==> config.mk <==
export PLATFORM = sky130hd
export DESIGN_NAME = serial_rx_buffered
export DESIGN_NICKNAME = d
export VERILOG_FILES = /design/src/rtl/serial_rx_pkg.sv /design/src/rtl/serial_rx_sync.sv /design/src/rtl/serial_rx_frame.sv /design/src/rtl/serial_rx_hold.sv /design/src/rtl/serial_rx_buffered.sv
export SDC_FILE = /design/constraint.sdc
export NUM_CORES = 1
export LEC_CHECK = 0
export BUFFER_PORTS_ARGS = -buffer_cell sky130_fd_sc_hd__buf_4
export CAP_MARGIN = 5
export CORE_MARGIN = 4
export CORE_UTILIZATION = 57
export CTS_CLUSTER_SIZE = 12
export DETAILED_ROUTE_END_ITERATION = 12
export PLACE_DENSITY = 0.84
export SKIP_LAST_GASP = 1
export SYNTH_ARGS = -nofsm -noshare
export SYNTH_HDL_FRONTEND = slang
export SYNTH_SLANG_ARGS = --single-unit
export TNS_END_PERCENT = 50
==> constraint.sdc <==
create_clock -name clk_i -period 1.9 [get_ports clk_i]
set_input_delay 0.285 -clock clk_i [delete_from_list [all_inputs] [get_ports clk_i]]
set_output_delay 0.285 -clock clk_i [all_outputs]
set_load 0.02 [all_outputs]
==> src/rtl/serial_rx_pkg.sv <==
package serial_rx_pkg;
  typedef enum logic [1:0] {
    RX_IDLE,
    RX_START,
    RX_DATA,
    RX_STOP
  } rx_state_e;

  function automatic logic maj3(input logic a, input logic b, input logic c);
    return (a & b) | (a & c) | (b & c);
  endfunction
endpackage

==> src/rtl/serial_rx_sync.sv <==
module serial_rx_sync #(
  parameter int unsigned STAGES = 2
) (
  input  logic clk_i,
  input  logic rst_ni,
  input  logic d_i,
  output logic q_o
);
  logic [STAGES-1:0] pipe_q;

  generate
    if (STAGES == 1) begin : g_one
      always_ff @(posedge clk_i or negedge rst_ni) begin
        if (!rst_ni) pipe_q <= 1'b1;
        else         pipe_q <= d_i;
      end
    end else begin : g_many
      always_ff @(posedge clk_i or negedge rst_ni) begin
        if (!rst_ni) pipe_q <= '1;
        else         pipe_q <= {pipe_q[STAGES-2:0], d_i};
      end
    end
  endgenerate

  assign q_o = pipe_q[STAGES-1];
endmodule

==> src/rtl/serial_rx_frame.sv <==
module serial_rx_frame
  import serial_rx_pkg::*;
#(
  parameter int unsigned DATA_W = 8,
  parameter int unsigned OVS    = 16
) (
  input  logic              clk_i,
  input  logic              rst_ni,
  input  logic              en_i,
  input  logic              tick_i,
  input  logic              rx_i,
  input  logic              nine_i,
  output logic              done_o,
  output logic [DATA_W-1:0] data_o,
  output logic              bit8_o,
  output logic              stop_o
);
  localparam int unsigned CNT_W = $clog2(OVS);
  localparam int unsigned IDX_W = $clog2(DATA_W + 1);
  localparam logic [CNT_W-1:0] S_LO  = CNT_W'(OVS / 2 - 1);
  localparam logic [CNT_W-1:0] S_MID = CNT_W'(OVS / 2);
  localparam logic [CNT_W-1:0] S_HI  = CNT_W'(OVS / 2 + 1);
  localparam logic [CNT_W-1:0] S_END = CNT_W'(OVS - 1);

  rx_state_e         state_q;
  logic [CNT_W-1:0]  cnt_q;
  logic [IDX_W-1:0]  idx_q;
  logic [DATA_W:0]   sh_q;
  logic [1:0]        vote_q;
  logic              done_q, stop_q;
  logic              maj;
  logic [IDX_W-1:0]  last_idx;

  assign maj      = maj3(vote_q[0], vote_q[1], rx_i);
  assign last_idx = nine_i ? IDX_W'(DATA_W) : IDX_W'(DATA_W - 1);

  always_ff @(posedge clk_i or negedge rst_ni) begin
    if (!rst_ni) begin
      state_q <= RX_IDLE;
      cnt_q   <= '0;
      idx_q   <= '0;
      sh_q    <= '0;
      vote_q  <= '0;
      done_q  <= 1'b0;
      stop_q  <= 1'b0;
    end else begin
      done_q <= 1'b0;
      if (!en_i) begin
        state_q <= RX_IDLE;
      end else if (tick_i) begin
        if (state_q == RX_IDLE) begin
          if (!rx_i) begin
            state_q <= RX_START;
            cnt_q   <= '0;
          end
        end else begin
          cnt_q <= cnt_q + 1'b1;
          if (cnt_q == S_LO)  vote_q[0] <= rx_i;
          if (cnt_q == S_MID) vote_q[1] <= rx_i;
          if (cnt_q == S_HI) begin
            unique case (state_q)
              RX_START: if (maj) state_q <= RX_IDLE;  // false start
              RX_DATA:  sh_q[idx_q] <= maj;
              RX_STOP: begin
                stop_q  <= maj;
                done_q  <= 1'b1;
                state_q <= RX_IDLE;  // finish mid stop bit to catch the next edge
              end
              default: ;
            endcase
          end
          if (cnt_q == S_END) begin
            cnt_q <= '0;
            if (state_q == RX_START) begin
              state_q <= RX_DATA;
              idx_q   <= '0;
              sh_q    <= '0;
            end else if (state_q == RX_DATA) begin
              if (idx_q == last_idx) state_q <= RX_STOP;
              else                   idx_q   <= idx_q + 1'b1;
            end
          end
        end
      end
    end
  end

  assign done_o = done_q;
  assign data_o = sh_q[DATA_W-1:0];
  assign bit8_o = nine_i & sh_q[DATA_W];
  assign stop_o = stop_q;
endmodule

==> src/rtl/serial_rx_hold.sv <==
module serial_rx_hold #(
  parameter int unsigned DATA_W = 8
) (
  input  logic              clk_i,
  input  logic              rst_ni,
  input  logic              en_i,
  input  logic              done_i,
  input  logic [DATA_W-1:0] data_i,
  input  logic              bit8_i,
  input  logic              stop_i,
  input  logic              rd_i,
  output logic [DATA_W-1:0] data_o,
  output logic              bit8_o,
  output logic              full_o,
  output logic              fe_o,
  output logic              ovr_o
);
  logic [DATA_W-1:0] data_q;
  logic bit8_q, full_q, fe_q, ovr_q, pend_q;
  logic take, drop;

  // a read in the same cycle frees the register for the new character
  assign take = done_i & en_i & (~full_q | rd_i);
  assign drop = done_i & en_i & full_q & ~rd_i;

  always_ff @(posedge clk_i or negedge rst_ni) begin
    if (!rst_ni) begin
      data_q <= '0;
      bit8_q <= 1'b0;
      full_q <= 1'b0;
      fe_q   <= 1'b0;
      ovr_q  <= 1'b0;
      pend_q <= 1'b0;
    end else if (take) begin
      data_q <= data_i;
      bit8_q <= bit8_i;
      full_q <= 1'b1;
      fe_q   <= ~stop_i;
      ovr_q  <= 1'b0;
      pend_q <= 1'b0;
    end else begin
      if (rd_i) full_q <= 1'b0;
      if (rd_i && en_i && pend_q) begin
        ovr_q  <= 1'b1;
        pend_q <= 1'b0;
      end
      if (drop) pend_q <= 1'b1;
    end
  end

  assign data_o = data_q;
  assign bit8_o = bit8_q;
  assign full_o = full_q;
  assign fe_o   = fe_q;
  assign ovr_o  = ovr_q;
endmodule

==> src/rtl/serial_rx_buffered.sv <==
module serial_rx_buffered #(
  parameter int unsigned DATA_W      = 8,
  parameter int unsigned OVS         = 16,
  parameter int unsigned SYNC_STAGES = 2
) (
  input  logic              clk_i,
  input  logic              rst_ni,
  input  logic              tick16_i,
  input  logic              rx_i,
  input  logic              rx_en_i,
  input  logic              nine_bit_i,
  input  logic              irq_en_i,
  input  logic              rd_i,
  output logic [DATA_W-1:0] data_o,
  output logic              bit8_o,
  output logic [7:0]        status_o,
  output logic              irq_o
);
  logic rx_s;
  logic frame_done, frame_b8, frame_stop;
  logic [DATA_W-1:0] frame_data;
  logic full, fe, ovr;

  serial_rx_sync #(.STAGES(SYNC_STAGES)) i_sync (
    .clk_i (clk_i),
    .rst_ni(rst_ni),
    .d_i   (rx_i),
    .q_o   (rx_s)
  );

  serial_rx_frame #(.DATA_W(DATA_W), .OVS(OVS)) i_frame (
    .clk_i (clk_i),
    .rst_ni(rst_ni),
    .en_i  (rx_en_i),
    .tick_i(tick16_i),
    .rx_i  (rx_s),
    .nine_i(nine_bit_i),
    .done_o(frame_done),
    .data_o(frame_data),
    .bit8_o(frame_b8),
    .stop_o(frame_stop)
  );

  serial_rx_hold #(.DATA_W(DATA_W)) i_hold (
    .clk_i (clk_i),
    .rst_ni(rst_ni),
    .en_i  (rx_en_i),
    .done_i(frame_done),
    .data_i(frame_data),
    .bit8_i(frame_b8),
    .stop_i(frame_stop),
    .rd_i  (rd_i),
    .data_o(data_o),
    .bit8_o(bit8_o),
    .full_o(full),
    .fe_o  (fe),
    .ovr_o (ovr)
  );

  assign status_o = {full, 2'b00, fe, ovr, 3'b000};
  assign irq_o    = irq_en_i & full;
endmodule

==> summary.txt <==
Worst Setup SP - i_frame.state_q[0]
initial antenna violation count - 0
Num CTS Buffers - 5
pwr/cell area - 663 mW/mm2
H-tree Lvls - 2
fraction of layout cells with a size suffix above 1 - 0.293
Pleak - 1.14 nW
fin cells - 268
Mapped Cells - 189
Worst Hold Class - input pin to flop
Via density - 5.53
RSZ-0062 raised after global routing - yes
clk sinks - 38
skew final - 0.0119 ns
register area share after synthesis - 0.472
crit start category - flop
Max Transition Viols Final - 0
number of global-route vias before repair - 1394
Root Buffer - clkbuf_4
chip width - 67.5 um
via count - 1482
final instance area - 0.00236 mm2
Post-Syn Area - 0.00202 mm2
# rows - 21
first-pass GRT wire length - 6.51 mm
R2R Path Start - i_frame.state_q[0]
Power Total - 1.56 mW
total track usage - 0.194
Diodes inserted - 0
Yosys reg bits - 38
Final Cycle Share - 0.974
DIE AREA - 0.00456 mm2
Post-synth EDFFs - 0
Max Root-Sink Buffers - 2
residual DRC count - 0
Ports - 26
Cell Area, Placed - 0.00219 mm2
asr flop ratio synth - 1.00
Initial Util - 0.596
# placed instances - 252
top cells by area, synth - dfrtp_1 (45%), ha_1 (6.8%), mux2_2 (6.7%)
DRT Pass-1 Iters - 4
DP Wirelength - 2.71 mm
Die H - 67.5 um
Port Buf Inserts - 20
number of synthesis warnings - 0
CTS tree - done
nets - 240
ys flop type - dfrtp_1
status - completed
CP Max Fanout - 4
kind of end point of the critical path - flop
crit path DAT - 2.08 ns
largest net degree at the start of global routing - 39
Crit path required time - 2.13 ns
Peak VDD IR - 0.326 mV
final wirelength - 3.97 mm
Post-Syn Area per Cell - 10.7 um2
endpoints failing hold - 0
post-synth cell types - 41
Layout area overhead - 16.6%
final setup violation count - 0
post-synth top area share - 0.446
Hold Crit Start - rx_i
grt ovf - 0
Reg clk slew, reported paths - 0.11 ns
Yosys top cell by area - dfrtp_1
Final min period - 1.85 ns
routability cong. - 0.849
core area - 0.00339 mm2
critical path class - flop to flop
Initial DRC Count - 91
routed len/inst - 14.8 um
final hold slack - 0.0267 ns
setup TNS - 0 ns
latest clock arrival within the worst-skew pair - 0.35 ns
MaxCap Viol Count - 0
Routed Antenna Nets - 0
fmax - 540 MHz
worst paths after layout:
path	endpoint	slack, ns	depth (start not counted)
max reg2reg	i_frame.sh_q[0]	0.05	7
min in group asynchronous	i_frame.cnt_q[2]	0.42	2
max in group asynchronous	i_sync.pipe_q[1]	1.12	2
max	i_frame.sh_q[0]	0.05	7
min	i_sync.pipe_q[0]	0.03	1
min reg2reg	i_sync.pipe_q[1]	0.36	0
logic make-up after synthesis:
family	count (synthesis)	synth area share
AO/OA/AOI/OAI	27	0.0892
flip-flops	38	0.472
adder cells (fa/ha/maj)	12	0.0731
multiplexers	22	0.116
AND/OR/NAND/NOR	63	0.174
buffers and inverters	26	0.0737
other	1	0.00186
cell type report:
type / instances / area (um2)
multi-input cells: 129 / 957
repair buffers: 35 / 265
clock inverters: 3 / 40.0
clock buffers: 5 / 37.5
well taps: 46 / 57.6
fillers: 248 / 1030
inverters: 12 / 45.0
flip-flops and latches: 38 / 953
per-layer routing:
layer / up-vias / GRT usage / share of wire
li1: 714 / - / -
met3: 6 / 0.0532 / 0.045
met5: - / 0 / 0
met4: 0 / 0.0785 / 0.011
met2: 26 / 0.318 / 0.48
met1: 736 / 0.241 / 0.46
flip-flops by register name, indices dropped and copies added (netlist names):
name	count
i_hold.full_o	1
i_hold.data_o	8
i_frame.done_o	1
i_frame.cnt_q	4
i_sync.pipe_q	2
i_frame.idx_q	4
i_frame.stop_o	1
i_hold.bit8_o	1
i_frame.vote_q	2
i_frame.sh_q	9
i_hold.fe_o	1
i_hold.ovr_o	1
i_hold.pend_q	1
i_frame.state_q	2
cell usage in the layout (no fill, tap or decap), types with 2 or more instances in the layout:
master / n
dfrtp_1: 36
buf_4: 34
nand2_1: 22
inv_1: 12
mux2_2: 12
nand3_1: 10
mux2i_1: 10
ha_1: 10
o21ai_0: 9
conb_1: 5
clkbuf_4: 5
nor2_1: 4
or3_1: 3
nand4_1: 3
a31oi_1: 3
o31ai_1: 3
a21oi_1: 3
and2_1: 2
nand3b_1: 2
nor2b_1: 2
and3_1: 2
nand4b_1: 2
o211ai_1: 2
clkinv_2: 2
dfstp_2: 2
metrics by stage:
stage	util	setup WS [ns]
6_report	0.695	0.0492
5_1_grt	0.695	-0.106
4_1_cts	0.673	0.00140
3_5_place_dp	0.647	0.0372
3_3_place_gp	0.647	0.0974
2_1_floorplan	-	0.197
synthesized netlist by cell type, types with 2 or more instances:
cell type / instances
inv_1: 12
ha_1: 11
or3_1: 4
nand4b_1: 2
dfstp_2: 2
mux2_2: 12
o211ai_1: 2
nor2b_1: 2
o31ai_1: 3
mux2i_1: 10
nand3b_1: 2
dfrtp_1: 36
nor2_1: 4
nor3_1: 2
a21oi_1: 3
nand3_1: 10
a31oi_1: 3
buf_4: 11
o21ai_0: 9
buf_2: 2
nand2_1: 22
and2_1: 2
nand4_1: 3
and3_1: 3
critical path, cell delays in order (launching register included):
cell      delay (ns)
dfrtp_1         0.43
inv_1           0.11
ha_1            0.21
nand4b_1        0.20
buf_4           0.21
nor4_4          0.32
nand2_1         0.11
mux2i_1         0.13
report_power, final:
part	switching [mW]	internal, mW	total, mW	leakage, nW
clock	0.276	0.272	0.548	0.0450
sequential	0.0221	0.834	0.856	0.501
combinational	0.0939	0.0626	0.157	0.590
total	0.392	1.17	1.56	1.14
what timing repair did:
item / 4_1_cts / 5_1_grt
endpoints found under the setup margin: 1 / 14
hold buffers: 1 / 0
buffers inserted: 0 / 7
pin swaps: 0 / 3
resized for setup: 1 / 5
endpoints found under the hold margin: 36 / 0
(Power assumes the default switching activity.)
